[config.mk]
export PLATFORM = sky130hd
export DESIGN_NAME = dio_capture_banks
export DESIGN_NICKNAME = d
export VERILOG_FILES = /design/src/rtl/dio_capture_pkg.sv /design/src/rtl/dio_input_sync.sv /design/src/rtl/dio_bank.sv /design/src/rtl/dio_capture_banks.sv
export SDC_FILE = /design/constraint.sdc
export NUM_CORES = 1
export LEC_CHECK = 0
export CAP_MARGIN = 20
export CORE_MARGIN = 2
export CORE_UTILIZATION = 50
export DETAILED_ROUTE_END_ITERATION = 8
export DONT_BUFFER_PORTS = 1
export PLACE_DENSITY_LB_ADDON = 0.3
export RECOVER_POWER = 50
export SETUP_SLACK_MARGIN = 0.05
export SLEW_MARGIN = 20
export SYNTH_ARGS = -nofsm -noshare
export SYNTH_HDL_FRONTEND = slang
export SYNTH_HIERARCHICAL = 1
export SYNTH_SLANG_ARGS = --single-unit
[constraint.sdc]
create_clock -name clk -period 2.41 [get_ports clk]
set_input_delay 0.482 -clock clk [delete_from_list [all_inputs] [get_ports clk]]
set_output_delay 0.482 -clock clk [all_outputs]
set_load 0.01 [all_outputs]
[src/rtl/dio_capture_pkg.sv]
package dio_capture_pkg;

  // Bank-local register offsets; the 16-byte bank pitch is fixed by this width.
  localparam int OFF_W = 4;

  typedef enum logic [OFF_W-1:0] {
    OFF_LEVEL    = 4'h0,
    OFF_IRQEN_WR = 4'h2,
    OFF_EDGE_WR  = 4'h4,
    OFF_CAPEN_WR = 4'h6,
    OFF_FLAG_OUT = 4'h8,
    OFF_IRQEN_RB = 4'hA,
    OFF_EDGE_RB  = 4'hC,
    OFF_CAPEN_RB = 4'hE
  } dio_off_e;

  // Number of capture-capable channels inside a given bank.
  function automatic int ext_in_bank(int bank, int width, int ext_total);
    if (ext_total <= bank * width) return 0;
    else if (ext_total >= (bank + 1) * width) return width;
    else return ext_total - bank * width;
  endfunction

endpackage

[src/rtl/dio_input_sync.sv]
module dio_input_sync #(
  parameter int WIDTH  = 48,
  parameter int STAGES = 2
) (
  input  logic             clk,
  input  logic             rst,
  input  logic [WIDTH-1:0] pin_in,
  output logic [WIDTH-1:0] level,
  output logic [WIDTH-1:0] level_d
);

  // STAGES synchronizer flops plus one history flop for edge detection.
  localparam int DEPTH = STAGES + 1;

  logic [WIDTH-1:0] chain_q [DEPTH];

  always_ff @(posedge clk) begin
    if (rst) begin
      for (int s = 0; s < DEPTH; s++) chain_q[s] <= '0;
    end else begin
      chain_q[0] <= pin_in;
      for (int s = 1; s < DEPTH; s++) chain_q[s] <= chain_q[s-1];
    end
  end

  assign level   = chain_q[STAGES-1];
  assign level_d = chain_q[STAGES];

endmodule

[src/rtl/dio_bank.sv]
module dio_bank
  import dio_capture_pkg::*;
#(
  parameter int WIDTH    = 16,
  parameter int EXT_BITS = 16
) (
  input  logic             clk,
  input  logic             rst,
  input  logic             gcap,
  input  logic             wr_stb,
  input  logic [OFF_W-1:0] off,
  input  logic [WIDTH-1:0] wdata,
  input  logic [WIDTH-1:0] level,
  input  logic [WIDTH-1:0] level_d,
  output logic [WIDTH-1:0] dout,
  output logic [WIDTH-1:0] rd_word,
  output logic [WIDTH-1:0] flags,
  output logic [WIDTH-1:0] irq_en
);

  // Low EXT_BITS channels carry capture logic; the rest stay constant zero.
  localparam logic [WIDTH-1:0] EXT_MASK = {WIDTH{1'b1}} >> (WIDTH - EXT_BITS);

  logic [WIDTH-1:0] ie_q, es_q, ce_q, fl_q, dout_q;
  logic [WIDTH-1:0] rise, fall, hit, clr, fl_next;

  assign rise = level & ~level_d;
  assign fall = ~level & level_d;
  assign hit  = ((es_q & rise) | (~es_q & fall)) & ce_q & {WIDTH{gcap}};

  // Writing 0 to a capture-enable bit drops the flag; clear beats a new edge.
  always_comb begin
    clr = '0;
    if (wr_stb && off == OFF_CAPEN_WR) clr = ~wdata;
    fl_next = (fl_q | hit) & ~clr & EXT_MASK;
  end

  always_ff @(posedge clk) begin
    if (rst) begin
      ie_q   <= '0;
      es_q   <= '0;
      ce_q   <= '0;
      fl_q   <= '0;
      dout_q <= '0;
    end else begin
      fl_q <= fl_next;
      if (wr_stb) begin
        case (off)
          OFF_IRQEN_WR: ie_q   <= wdata & EXT_MASK;
          OFF_EDGE_WR:  es_q   <= wdata & EXT_MASK;
          OFF_CAPEN_WR: ce_q   <= wdata & EXT_MASK;
          OFF_FLAG_OUT: dout_q <= wdata;
          default: ;
        endcase
      end
    end
  end

  always_comb begin
    case (off)
      OFF_LEVEL:    rd_word = level;
      OFF_FLAG_OUT: rd_word = fl_q;
      OFF_IRQEN_RB: rd_word = ie_q;
      OFF_EDGE_RB:  rd_word = es_q;
      OFF_CAPEN_RB: rd_word = ce_q;
      default:      rd_word = '0;
    endcase
  end

  assign dout   = dout_q;
  assign flags  = fl_q;
  assign irq_en = ie_q;

endmodule

[src/rtl/dio_capture_banks.sv]
module dio_capture_banks
  import dio_capture_pkg::*;
#(
  parameter int NUM_BANKS    = 3,
  parameter int BANK_WIDTH   = 16,
  parameter int EXT_CHANNELS = 40,
  parameter int SYNC_STAGES  = 2,
  parameter int ADDR_W       = 8,
  parameter int BANK_BASE    = 'h40,
  parameter int CTRL_ADDR    = 'h88,
  parameter int GCAP_BIT     = 12
) (
  input  logic                            clk,
  input  logic                            rst,
  input  logic                            wr_en,
  input  logic                            rd_en,
  input  logic [ADDR_W-1:0]               addr,
  input  logic [BANK_WIDTH-1:0]           wdata,
  output logic [BANK_WIDTH-1:0]           rdata,
  input  logic [NUM_BANKS*BANK_WIDTH-1:0] pin_in,
  output logic [NUM_BANKS*BANK_WIDTH-1:0] pin_out,
  output logic                            irq
);

  localparam int NCH   = NUM_BANKS * BANK_WIDTH;
  localparam int IDX_W = ADDR_W - OFF_W;

  logic [NCH-1:0]        lvl, lvl_d, flag_all, ie_all;
  logic [ADDR_W-1:0]     rel;
  logic [IDX_W-1:0]      bank_idx;
  logic [OFF_W-1:0]      off;
  logic                  in_range, ctrl_hit, gcap_q;
  logic [BANK_WIDTH-1:0] bank_rd [NUM_BANKS];
  logic [BANK_WIDTH-1:0] rd_mux;

  dio_input_sync #(
    .WIDTH (NCH),
    .STAGES(SYNC_STAGES)
  ) u_sync (
    .clk    (clk),
    .rst    (rst),
    .pin_in (pin_in),
    .level  (lvl),
    .level_d(lvl_d)
  );

  // Address decode: bank index above the offset field, offset below.
  assign rel      = addr - ADDR_W'(BANK_BASE);
  assign bank_idx = rel[ADDR_W-1:OFF_W];
  assign off      = rel[OFF_W-1:0];
  assign in_range = (addr >= ADDR_W'(BANK_BASE)) && (bank_idx < IDX_W'(NUM_BANKS));
  assign ctrl_hit = (addr == ADDR_W'(CTRL_ADDR));

  always_ff @(posedge clk) begin
    if (rst) gcap_q <= 1'b0;
    else if (wr_en && ctrl_hit) gcap_q <= wdata[GCAP_BIT];
  end

  for (genvar b = 0; b < NUM_BANKS; b++) begin : g_bank
    localparam int EXT_B = ext_in_bank(b, BANK_WIDTH, EXT_CHANNELS);
    logic sel;
    assign sel = in_range && (bank_idx == IDX_W'(b));

    dio_bank #(
      .WIDTH   (BANK_WIDTH),
      .EXT_BITS(EXT_B)
    ) u_bank (
      .clk    (clk),
      .rst    (rst),
      .gcap   (gcap_q),
      .wr_stb (wr_en && sel),
      .off    (off),
      .wdata  (wdata),
      .level  (lvl[b*BANK_WIDTH +: BANK_WIDTH]),
      .level_d(lvl_d[b*BANK_WIDTH +: BANK_WIDTH]),
      .dout   (pin_out[b*BANK_WIDTH +: BANK_WIDTH]),
      .rd_word(bank_rd[b]),
      .flags  (flag_all[b*BANK_WIDTH +: BANK_WIDTH]),
      .irq_en (ie_all[b*BANK_WIDTH +: BANK_WIDTH])
    );
  end

  always_comb begin
    rd_mux = '0;
    if (ctrl_hit) begin
      rd_mux[GCAP_BIT] = gcap_q;
    end else if (in_range) begin
      for (int b = 0; b < NUM_BANKS; b++)
        if (bank_idx == IDX_W'(b)) rd_mux = bank_rd[b];
    end
  end

  always_ff @(posedge clk) begin
    if (rst) begin
      rdata <= '0;
      irq   <= 1'b0;
    end else begin
      if (rd_en) rdata <= rd_mux;
      irq <= |(flag_all & ie_all);
    end
  end

endmodule

Word-level counts from Yosys, hierarchy flattened:

Memories as Yosys holds them, arrays and structs flattened.
Index checks and enable logic that the tools add are counted.

* register bits after elaboration: 226
* bits in writable memories: 144
* input bits: 76
* output and inout bits: 65
* logic and storage cells: 121
* memories: 1

Memory list
* u_sync.chain_q: words 3, width 48, rd ports 3, clocked after memory_dff 0, write ports 3, RTL line dio_input_sync.sv:15 `logic [WIDTH-1:0] chain_q [DEPTH];`

* $add $sub $neg: 1
* magnitude comparators: 2
* equal/unequal tests: 10
* mux-type cells: 19
* bitwise gates (word level): 44
* reduce and logical (&&, ||, !) cells: 26

Operators with widths (count)
* $pmux W16 S5: 3
* $and A16 B16 Y16: 14
* $mux W48: 3
* $not A16 Y16: 9
* $mux W16: 6
* $or A16 B16 Y16: 4
* $and A8 B8 Y8: 7
* $reduce_or A48 Y1: 1
* $and A40 B40 Y40: 1
* $not A8 Y8: 4
* $reduce_and A2 Y1: 12
* $eq A4 B4 Y1 const B: 4
* $or A8 B8 Y8: 2
* $mux W12: 1
* $logic_and A1 B1 Y1: 11
* $eq A4 B2 Y1 const B: 2
* $eq A4 B3 Y1 const B: 2
* $eq A8 B8 Y1 const B: 1
* $ge A8 B7 Y1 const B: 1
* $logic_not A4 Y1: 2
* $mux W8: 1
* $sub A8 B7 Y8 const B: 1
* $eq A4 B1 Y1 const B: 1
* $lt A4 B2 Y1 const B: 1
* other kinds (3): 8

Longest topological paths before layout:

Gate-level depths: netlist of the first run.

* depth after elaboration: 9
* mapped depth: 10
* depth with buffers taken out: 7

Cells and area by module:

Netlist of the first run, hierarchy kept.

Modules (own cells, without submodules)
* dio_bank (g_bank[0].u_bank ...): instances 2, cells an instance 523, area each 4224.1 um^2, seq. area each 1601.5 um^2
* dio_input_sync: instances 1, cells an instance 400, area each 4770.8 um^2, seq. area each 2882.8 um^2
* dio_bank (g_bank[2].u_bank): instances 1, cells an instance 327, area each 2640.0 um^2, seq. area each 960.9 um^2
* dio_capture_banks: instances 1, cells an instance 153, area each 1367.6 um^2, seq. area each 360.3 um^2

Least setup slack after synthesis of the first run:

No wires, ideal clock.

* path type: input-to-reg
* start point: in addr[5]
* end point: reg g_bank[1].u_bank.dout_q[10]
* library setup time: 0.070 ns
* arrival: 1.943 ns
* required time: 2.340 ns
* slack: 0.397 ns
* stages on the path: 8
* buffers on the path: 4
* cells stage by stage: buf_6 > clkbuf_1 > nor3b_1 > nor2b_1 > clkbuf_1 > buf_2 > nand3_1 > a21oi_1

* longest elaborated chain between the ends: 6
* elaborated cells on any way between the ends: 8
* those cells by class: add/sub: 1; order compare: 2; eq/ne: 1; reduce/logical: 4

RTL lines
* from (decl): RTL line dio_capture_banks.sv:17 `input logic [ADDR_W-1:0] addr,`
* $sub A8 B7 Y8: RTL line dio_capture_banks.sv:48 `assign rel = addr - ADDR_W'(BANK_BASE);`
* $lt A4 B2 Y1: RTL line dio_capture_banks.sv:51 `assign in_range = (addr >= ADDR_W'(BANK_BASE)) && (bank_idx < IDX_W'(NUM_BANKS));`
* $logic_and A1 B1 Y1: RTL line dio_capture_banks.sv:51
* $logic_and A1 B1 Y1 (*): RTL line dio_capture_banks.sv:62 `assign sel = in_range && (bank_idx == IDX_W'(b));`
* $logic_and A1 B1 Y1 (*): RTL line dio_capture_banks.sv:71 `.wr_stb (wr_en && sel),`
* $reduce_and A2 Y1 (no source line) (*)
* to (signal assigned): RTL line dio_bank.sv:52 `OFF_FLAG_OUT: dout_q <= wdata;`
* to (decl): RTL line dio_bank.sv:24 `logic [WIDTH-1:0] ie_q, es_q, ce_q, fl_q, dout_q;`

Every way passes the cells marked *; elsewhere a longest branch is shown, timed or not.
A chain may end at the register's enable or synchronous reset.

==> results.cfg, run 1 <==
[status]
status = complete, no violations

[timing]
slew_violations = 0
fmax_mhz = 490
fin_skew_ns = 0.0145
setup_slack_ns = 0.369
fin_crit_ns = 2.04
fin_tns_setup_ns = 0
hold_viol = 0
worst_slew_pin_slew_ns = 1.06
slew_headroom_pct = 29.5
post-route-period-util_pct = 84.7
setup_violations = 0
rsz0062_at_grt = no

[cells_and_area]
fin_area_sq_um = 17500
fillers = 3093
register_area_sq_um = 7250
layout_commonest_cell = dfxtp_1
areaGrowthSynthToFinish_pct = 3.09
drive_gt1_share_pct = 9.75
nNetsFinal = 1816
layout_common_cells = dfxtp_1, a21oi_1, nand3_1
multi_input_area_sq_um = 7790

[run]
max_cap_violations = 0

[power_and_ir_drop]
irDropWorstVdd_mv = 0.478
leakage_uw = 0.00583
total_power_uw = 12400
p_per_area_nw_per_um2 = 711

[min_path]
worstHoldStart = rst
holdPathEnd = g_bank[2].u_bank/dout[1]$_SDFFE_PP0P_
hold_path.class = input port to flop
hold-path-cell-count = 1

[drt]
wl_per_cell_um = 22.9
drc = 0
ant_nets = 0
firstDrtPassIters = 6
avgViaCountPerCell = 6.29
drt_iter0_markers = 1761
routed-via-count = 13900
routed_wl_um = 50600

[placement]
dp_hpwl_um = 32300
portBuffers = 0
post-place-ws_ns = 0.324
gp_congestion = 0.936
dpl_cell_area_sq_um = 16200

[clocking]
cts_hold_buf = 0
insertion_delay_ns = 0.53
cts_inserted_buffers = 39
clkTransAtPathRegs_ns = 0.06
clkSinkCount = 362
cts_tree = yes
clockBufferDepth = 3
cts_root_buffer = clkbuf_16
cts_resized = 0
post-cts-setup-buffers = 0
htreeDepth = 2

[setup_path]
critical_path_arrival_ns = 2.50
regToRegStartpoint = u_sync/chain_q[0][56]$_SDFF_PP0_
worstPathMaxFanout = 4
critPathCaptureType = flop
critPathLaunchType = flop
rr_endpoint = rdata[8]$_SDFFE_PP0P_
ff2ff_path_depth = 6
reg2reg_slack_ns = 0.37
required_ns = 2.87
critPathKind = flop to flop

[synthesis]
avgSynthCellArea_sq_um = 8.91
syn_area_sq_um = 16900
synth_warnings = 6
synthCells = 1902

[die]
die_x_um = 188
ioPinCount = 141
rows = 67
die_h_um = 188
design.core.area_sq_um = 33400
start_util_pct = 50.6
die_area_sq_um = 35400

[global_route]
grt_start_max_net_pins = 363
grt_overflow_total = 0
globalRouteTotalUtil_pct = 28.1
grt_pass1_wl_um = 78600
antenna_found_initial = 1
grt_pass1_vias = 13200
[where the power goes]
part / leakage, uW / switching, uW / internal [uW]
sequential: 0.00294 / 65.0 / 6080
clock: 0.000613 / 2370 / 3510
combinational: 0.00228 / 224 / 171
total: 0.00583 / 2660 / 9760
[per-layer routing]
layer / vias to the layer above / global-route usage (%) / share of wire [%]
met2: 778 / 43.9 / 45
met5: - / 0 / 0
met3: 144 / 6.78 / 11
met1: 6634 / 36.9 / 39
met4: 0 / 12.3 / 4.3
li1: 6365 / - / -
[critical path: stages, from the launching register on]
cell       delay, ns
dfxtp_1         0.44
mux2i_1         0.10
o311ai_0        0.76
mux2i_1         0.26
o2bb2ai_1       0.22
a21oi_1         0.08
nor2_1          0.11
[flip-flops by register name, summed over array words and instances (netlist names)]
| register | flops |
|---|---|
| gcap_q | 1 |
| g_bank.u_bank/es_q | 40 |
| g_bank.u_bank/ce_q | 40 |
| irq | 1 |
| u_sync/chain_q | 136 |
| g_bank.u_bank/flags | 40 |
| g_bank.u_bank/irq_en | 40 |
| g_bank.u_bank/dout | 48 |
| rdata | 16 |
[final cells by class]
type | count | share of cell area [%]
Clock buffer | 59 | 6.83
Timing Repair Buffer | 51 | 2.51
Tap cell | 448 | 3.21
Antenna cell | 1 | 0.0143
Inverter | 44 | 0.946
Multi-Input combinational cell | 1242 | 44.6
Sequential cell | 362 | 41.5
Clock inverter | 6 | 0.365
[per-stage QoR]
stage          util, %  std cells  hold slack, ns
3_5_place_dp      48.5       2147           0.420
2_1_floorplan        -       1917           0.414
5_1_grt           52.2       2212          0.0219
6_report          52.2       2213          0.0262
3_3_place_gp      48.5       2147           0.417
4_1_cts           52.3       2212          0.0422
[worst max-delay path by stage]
| stage | end | start | slack, ns | cells after the start |
|---|---|---|---|---|
| 2_1_floorplan | g_bank[1].u_bank/dout[10]$_SDFFE_PP0P_ | addr[5] | 0.40 | 8 |
| 3_3_place_gp | rdata[8]$_SDFFE_PP0P_ | addr[0] | 0.31 | 6 |
| 3_5_place_dp | rdata[8]$_SDFFE_PP0P_ | addr[0] | 0.32 | 6 |
| 4_1_cts | rdata[8]$_SDFFE_PP0P_ | u_sync/chain_q[0][56]$_SDFF_PP0_ | 0.45 | 6 |
| 5_1_grt | rdata[8]$_SDFFE_PP0P_ | u_sync/chain_q[0][56]$_SDFF_PP0_ | 0.36 | 6 |
| 6_report | rdata[8]$_SDFFE_PP0P_ | u_sync/chain_q[0][56]$_SDFF_PP0_ | 0.37 | 6 |
(Power assumes the default switching activity.)
==> run 2: changes to the inputs <==
==> constraint.sdc (replaced) <==
create_clock -name clk -period 2 [get_ports clk]
set_input_delay 0.4 -clock clk [delete_from_list [all_inputs] [get_ports clk]]
set_output_delay 0.4 -clock clk [all_outputs]
set_load 0.01 [all_outputs]
==> run 2 against run 1 <==
Effect of this change: the flow now finishes with violations (capacitance limit, slew limit); non-clock buffer count grew 127; final area grew 8.0%; routed wire length increased by 3.5%; die area stayed put; worst hold slack got worse by 0.017 ns; first-iteration DRC count is 3.5% lower; sequential power rose by 20%; critical path depth increased by 3; clock power rose by 22%; register-to-register slack worse by 0.22 ns.
==> results.cfg, run 2 (synthesis gave the netlist of run 1 again) <==
[die]
design.core.area_sq_um = 33400
start_util_pct = 50.6
rows = 67
die_area_sq_um = 35400
ioPinCount = 141
die_h_um = 188
die_x_um = 188

[global_route]
grt_overflow_total = 0
antenna_found_initial = 0
grt_start_max_net_pins = 215
globalRouteTotalUtil_pct = 28.6
grt_pass1_wl_um = 80100
grt_pass1_vias = 13600

[drt]
routed-via-count = 14500
firstDrtPassIters = 8
drc = 0
drt_iter0_markers = 1699
wl_per_cell_um = 22.4
routed_wl_um = 52300
ant_nets = 0
avgViaCountPerCell = 6.19

[clocking]
clkSinkCount = 362
cts_tree = yes
htreeDepth = 2
cts_root_buffer = clkbuf_16
cts_inserted_buffers = 38
insertion_delay_ns = 0.54
clockBufferDepth = 3
clkTransAtPathRegs_ns = 0.06

[placement]
post-place-ws_ns = 0.0238
dpl_cell_area_sq_um = 16400
gp_congestion = 0.941
dp_hpwl_um = 31400
portBuffers = 0

[setup_path]
critPathLaunchType = input port
worstPathMaxFanout = 14
required_ns = 2.48
critPathCaptureType = flop
critPathKind = input port to flop
critical_path_arrival_ns = 2.44

[power_and_ir_drop]
leakage_uw = 0.00664
irDropWorstVdd_mv = 0.551
p_per_area_nw_per_um2 = 806

[timing]
fin_skew_ns = 0.0188
fin_crit_ns = 1.96
setup_slack_ns = 0.0407
setup_violations = 0
hold_viol = 0
slew_headroom_pct = -12.5
holdWs_ns = 0.00878
fmax_mhz = 510
rsz0062_at_grt = yes
post-route-period-util_pct = 98.0
worst_slew_pin_slew_ns = 1.69
slew_violations = 74

[cells_and_area]
fin_area_sq_um = 18900
nNetsFinal = 1942
largest_reg_flops = 136
areaGrowthSynthToFinish_pct = 11.4
regMostFlops = u_sync/chain_q
antennaDiodeCount = 0
layout_common_cells = dfxtp_1, a21oi_1, nand3_1
layout_commonest_cell = dfxtp_1
drive_gt1_share_pct = 10.7

[min_path]
hold_path.class = input port to flop

[status]
violations = capacitance limit, slew limit
status = finished with violations

[run]
max_cap_violations = 1
-- run 2: layer usage --
layer | track usage (%) | share of wire, % | vias to the layer above | wire, um
li1 | - | - | 6625 | -
met2 | 44.5 | 44 | 790 | 23200
met3 | 7.00 | 11 | 151 | 5750
met4 | 13.4 | 4.8 | 0 | 2530
met1 | 37.3 | 40 | 6933 | 20900
met5 | 0 | 0 | - | 0
-- run 2: area by class of cell --
class,instances,area (sq um)
clock inverters,11,136
flip-flops and latches,362,7250
inverters,44,165
well taps,448,561
clock buffers,56,1120
repair buffers,178,1810
multi-input cells,1242,7830
fillers,2946,14600
-- run 2: final timing paths --
kind	endpoint	startpoint	slack, ns	cells past startpoint
max reg2reg	rdata[8]$_SDFFE_PP0P_	u_sync/chain_q[0][56]$_SDFF_PP0_	0.15	7
max	g_bank[1].u_bank/dout[5]$_SDFFE_PP0P_	addr[7]	0.04	9
min	u_sync/chain_q[0][15]$_SDFF_PP0_	pin_in[15]	0.009	1
min reg2reg	u_sync/chain_q[0][63]$_SDFF_PP0_	u_sync/chain_q[0][15]$_SDFF_PP0_	0.43	1
-- run 2: power breakdown --
part	total, uW	switching (uW)	internal [uW]
clock	7160	2900	4260
sequential	7400	72.3	7330
combinational	646	349	297
-- run 2: through the flow --
stage          instances  utilization (%)  TNS, ns  total power (uW)
2_1_floorplan       1917                -        0              8210
3_3_place_gp        2160             49.2        0              8050
5_1_grt             2341             56.4   -0.105             15700
6_report            2341             56.4        0             15200
4_1_cts             2339             56.4        0             15300
3_5_place_dp        2160             49.2        0              8060
-- run 2: repair_timing --
action,CTS,global route
hold buffers,112,0
setup buffers,0,1
setup endpoints to repair,0,14
endpoints found under the hold margin,179,0
resized for setup,0,7
-- run 2: worst max-delay path: stages --
cell and delay [ns]:
and2b_4 0.26, nand2_1 0.11, nor3b_2 0.25, buf_4 0.19, nor2b_2 0.21, buf_6 0.18, nand3_1 0.09, a21oi_1 0.18
dlygate4sd3_1 0.57
